### config.mk
export PLATFORM = sky130hd
export DESIGN_NAME = lane_spreader
export DESIGN_NICKNAME = d
export VERILOG_FILES = /design/src/rtl/lane_spreader.sv
export SDC_FILE = /design/constraint.sdc
export NUM_CORES = 1
export LEC_CHECK = 0
export ABC_AREA = 1
export BUFFER_PORTS_ARGS = -buffer_cell sky130_fd_sc_hd__buf_4
export CAP_MARGIN = 20
export CORE_AREA = 8 8 87 89
export CTS_CLUSTER_SIZE = 24
export DETAILED_ROUTE_END_ITERATION = 7
export DIE_AREA = 0 0 95 97
export GPL_TIMING_DRIVEN = 0
export PLACE_DENSITY_LB_ADDON = 0.25
export SLEW_MARGIN = 0
export SYNTH_ARGS = -nofsm -noshare
export SYNTH_HDL_FRONTEND = slang
export SYNTH_SLANG_ARGS = --single-unit
export TNS_END_PERCENT = 10
### constraint.sdc
create_clock -name clk -period 2.5 [get_ports clk]
set_clock_uncertainty 0.1 [all_clocks]
set_input_delay 0.125 -clock clk [delete_from_list [all_inputs] [get_ports clk]]
set_output_delay 0.125 -clock clk [all_outputs]
set_load 0.02 [all_outputs]
### src/rtl/lane_spreader.sv
module lane_spreader #(
  parameter int SAMPLE_W = 32,
  parameter int LANES    = 3,
  parameter bit DUAL     = 1'b1
) (
  input  logic                        clk,
  input  logic                        rst,
  input  logic                        in_valid,
  output logic                        in_ready,
  input  logic [SAMPLE_W-1:0]         in_data,
  output logic [LANES-1:0]            a_valid,
  input  logic [LANES-1:0]            a_ready,
  output logic [LANES*SAMPLE_W-1:0]   a_data,
  output logic [LANES-1:0]            b_valid,
  input  logic [LANES-1:0]            b_ready,
  output logic [LANES*SAMPLE_W-1:0]   b_data
);

  localparam int PER = 128 / SAMPLE_W;
  localparam int PW  = (LANES > 1) ? $clog2(LANES) : 1;
  localparam int RW  = (PER > 1) ? $clog2(PER) : 1;
  localparam logic [PW-1:0] LAST  = PW'(LANES - 1);
  localparam logic [RW-1:0] RLAST = RW'(PER - 1);

  logic [PW-1:0] ptr;
  logic [RW-1:0] rnd;
  logic          bank;
  logic          fire;

  assign in_ready = bank ? b_ready[ptr] : a_ready[ptr];
  assign fire     = in_valid && in_ready;
  assign a_data   = {LANES{in_data}};
  assign b_data   = {LANES{in_data}};

  for (genvar i = 0; i < LANES; i++) begin : g_lane
    assign a_valid[i] = in_valid && !bank && (ptr == PW'(i));
    assign b_valid[i] = in_valid &&  bank && (ptr == PW'(i));
  end

  always_ff @(posedge clk) begin
    if (rst) begin
      ptr  <= '0;
      rnd  <= '0;
      bank <= 1'b0;
    end else if (fire) begin
      if (ptr == LAST) begin
        ptr <= '0;
        if (rnd == RLAST) begin
          rnd <= '0;
          if (DUAL) bank <= !bank;
        end else begin
          rnd <= rnd + 1'b1;
        end
      end else begin
        ptr <= ptr + 1'b1;
      end
    end
  end

  AST_ONE_LANE: assert property (@(posedge clk) disable iff (rst)
    $onehot0({b_valid, a_valid}));
  AST_IDLE_QUIET: assert property (@(posedge clk) disable iff (rst)
    !in_valid |-> ({b_valid, a_valid} == '0));
  AST_LANE_STEP: assert property (@(posedge clk) disable iff (rst)
    fire |=> (ptr == ((($past(ptr) == LAST)) ? '0 : $past(ptr) + 1'b1)));
  AST_NO_DROP: assert property (@(posedge clk) disable iff (rst)
    (in_valid && !in_ready) |=> ($stable(ptr) && $stable(rnd) && $stable(bank)));
  AST_BANK_SWAP: assert property (@(posedge clk) disable iff (rst)
    (!$past(rst) && !$stable(bank)) |-> ($past(fire) && $past(ptr) == LAST && $past(rnd) == RLAST));
  AST_RESET_HOME: assert property (@(posedge clk)
    rst |=> (ptr == '0 && rnd == '0 && !bank));

endmodule

==> impl_results.rst <==
.. list-table::
   :header-rows: 1

   * - Metric
     - Value
   * - Result of the run
     - finished, final reports clean
   * - Initial DRT Pass Iterations
     - 4
   * - Number of buffers between clock root and the deepest sink
     - 2
   * - Setup-failing EPs final
     - 0
   * - Post-synthesis xor/xnor area fraction
     - 0%
   * - Core region area
     - 6200 sq um
   * - Number of filler instances in the final layout
     - 595
   * - Initial standard-cell utilization of the core
     - 29.8%
   * - Critical Path Source Type
     - register
   * - Number of post-CTS setup repair buffers
     - 0
   * - Cell leakage power
     - 2.14 nW
   * - M2 GR Usage
     - 29.4%
   * - Remaining max-slew budget at the tightest pin
     - 83.6%
   * - Main combinational cell family by area after synthesis
     - buffers and inverters
   * - Weighted congestion at the end of routability-driven global placement
     - 0.775
   * - Number of placed I/O pins
     - 240
   * - Slew @ Worst Pin
     - 0.246 ns
   * - Via count of the first global-routing pass
     - 1926
   * - First-pass GRT wire length
     - 10400 um
   * - Flip-flop and latch count after synthesis
     - 5
   * - Remaining design rule violation count
     - 0
   * - Gate power share
     - 76.8%
   * - Clock Root Buffer
     - clkbuf_8
   * - Insertion delay of the later-clocked pin in the worst-skew pair
     - 0.22 ns
   * - Area growth from synthesis to layout
     - 91.6%
   * - Area of combinational cells with multiple inputs
     - 254 sq um
   * - Final wirelength
     - 7050 um
   * - Hold buffer count at CTS
     - 0
   * - Achievable frequency
     - 622 MHz
   * - Type of the worst setup path
     - reg2out
   * - DPL Wire Length
     - 6640 um
   * - Sequential cell fraction of total power
     - 8.6%
   * - Vias after detailed routing
     - 1962
   * - Number of warnings printed during yosys synthesis
     - 0
   * - Antenna viol nets, final
     - 0
   * - Share of the synthesized area in compound gates (AO/OA/AOI/OAI)
     - 1.08%
   * - Routed length per placed instance
     - 12.9 um
   * - Most frequent standard cell in the layout excluding fill and tap cells
     - buf_4
   * - Net load switching power
     - 0.403 mW
   * - Fraction of met3 tracks used by global routing
     - 4.33%
   * - Largest vdd supply drop
     - 0.220 mV
   * - Utilization after layout
     - 57.1%
   * - Drt initial violations
     - 24
   * - Clock buffer count from CTS
     - 3
   * - Mean number of vias per cell
     - 3.59
   * - CTS clk-pin slew, worst paths
     - 0.04 ns
   * - Total inserted antenna cells
     - 0
   * - Total power of the final layout
     - 1.01 mW
   * - H-tree Lvls
     - 1
   * - Cell type with the highest aggregate area in the netlist
     - buf_4
   * - Standard cell area after detailed placement
     - 3500 sq um
   * - Synthesized area divided by synthesized cell count
     - 7.17 sq um
   * - Post-cts resize count
     - 0
   * - Max Transition Viols Final
     - 0
   * - Area of all sequential standard cells
     - 100 sq um
   * - Floorplan die area
     - 9220 sq um
   * - Part of the power in the clock network
     - 14.6%
   * - Post-synthesis instance total
     - 258
   * - Count of unique library cells instantiated by Yosys
     - 15
   * - CTS tree
     - done
   * - CP Data Required Time
     - 2.28 ns
   * - Setup repair after global routing missed its margin
     - no
   * - Tcrit/Tclk final
     - 64.3%
   * - Highest-count cells in the layout ignoring fill and taps
     - 399 x buf_4, 18 x nand2_1, 10 x nor2_1
   * - Sequential share of the synthesized area
     - 5.41%
   * - Simple-gate portion of the synthesized area
     - 12.0%
   * - CP Data Arrival Time
     - 1.38 ns
   * - Synthesized Nets
     - 300
   * - Count of input and output buffers
     - 207
   * - Total power divided by cell area
     - 284 nW/um^2
   * - Final std cell area, no fill
     - 3550 sq um
   * - Max cap viols
     - 0
   * - Initial antenna violation count
     - 0
   * - Internal power
     - 0.604 mW
   * - Total Negative Setup Slacks
     - 0 ns
   * - Multiplexer share of the synthesized area
     - 0%
   * - Pin count of the biggest net entering global routing
     - 7
   * - Adder and majority cell fraction of the synthesized area
     - 0.676%
   * - Leading cell types by total area after synthesis
     - buf_4 78%, dfxtp_1 5.4%, nand2_1 3.7%, nor2_1 2.0%, inv_1 1.6%
   * - Number of hold violations in the final report
     - 0
   * - Number of clock sinks
     - 5
   * - Switch share
     - 40.0%
   * - Highest net fanout along the worst path
     - 6
   * - Total overflow reported by the global router
     - 0
   * - Die Span X
     - 95 um
   * - Cell row count
     - 29
   * - Area of the mapped netlist
     - 1850 sq um
   * - Capturing element type of the critical path
     - primary output
   * - Top cell type's share of synthesized area
     - 77.9%
   * - Share of final-layout standard cells stronger than drive strength 1
     - 88.7%
   * - GRT busiest layer
     - met2
   * - Number of nets in the layout
     - 512
   * - Final critical delay including setup and external delays
     - 1.61 ns
   * - Total global routing track utilization
     - 13.9%
   * - Hold crit path type
     - in2reg
   * - Met1 usage
     - 12.0%
   * - Vert. Die Dim
     - 97 um
[power groups by stage]
stage	Clock [mW]	Sequential, mW	Combinational [mW]
2_1_floorplan	0	0.0871	0.493
3_3_place_gp	0	0.0876	0.777
3_5_place_dp	0	0.0876	0.785
4_1_cts	0.149	0.0865	0.786
5_1_grt	0.159	0.0867	0.817
6_report	0.147	0.0865	0.774
[Yosys cell counts, drive strengths merged]
library cell / number
a21oi: 4
buf: 192
bufinv: 1
dfxtp: 5
ha: 1
inv: 10
nand2: 23
nand3: 4
nand4: 2
nor2: 16
[cell type report]
class                           count  area share [%]
Clock buffer                        4            1.27
Sequential cell                     5            2.82
Inverter                           11            1.55
Multi-Input combinational cell     50            7.16
Tap cell                           77            2.72
Buffer                            192            40.6
Timing Repair Buffer              207            43.8
[metrics by stage]
| step | hold slack [ns] | setup slack, ns | instances |
|---|---|---|---|
| 6_report | 0.0116 | 0.893 | 546 |
| 5_1_grt | 0.0173 | 0.783 | 546 |
| 4_1_cts | 0.00856 | 0.887 | 546 |
| 3_5_place_dp | 0.237 | 1.01 | 542 |
| 3_3_place_gp | 0.228 | 1.02 | 542 |
| 2_1_floorplan | 0.0941 | 1.14 | 258 |
[sequential cells by signal, indices dropped and copies added, names as in the netlist]
| signal | flops |
|---|---|
| ptr | 2 |
| rnd | 2 |
| bank | 1 |
[worst max-delay path, stage by stage, from the launching register on]
cell,delay [ns]
dfxtp_1,0.42
inv_2,0.07
nor2_1,0.21
bufinv_8,0.24
nor2_1,0.08
buf_4,0.15
[path summary, 6_finish.rpt]
| check | from | end | slack, ns | depth (start not counted) |
|---|---|---|---|---|
| worst max-delay path | ptr[1] | b_valid[2] | 0.89 | 5 |
| worst max register to register | ptr[1] | rnd[0] | 1.01 | 10 |
| worst min register to register | rnd[1] | rnd[1] | 0.37 | 2 |
| worst min-delay path | rst | ptr[0] | 0.01 | 2 |
[layer usage]
metal	vias to the layer above	part of all wire, %
li1	1006	-
met1	843	30
met2	111	58
met3	2	12
met4	0	0.11
met5	-	0
[cells by family after synthesis]
| group | Yosys count |
|---|---|
| flip-flops | 5 |
| AND/OR/NAND/NOR | 45 |
| AO/OA/AOI/OAI | 4 |
| adder cells (fa/ha/maj) | 1 |
| buffers and inverters | 203 |
Note: power is estimated with default switching activity, not from simulation.
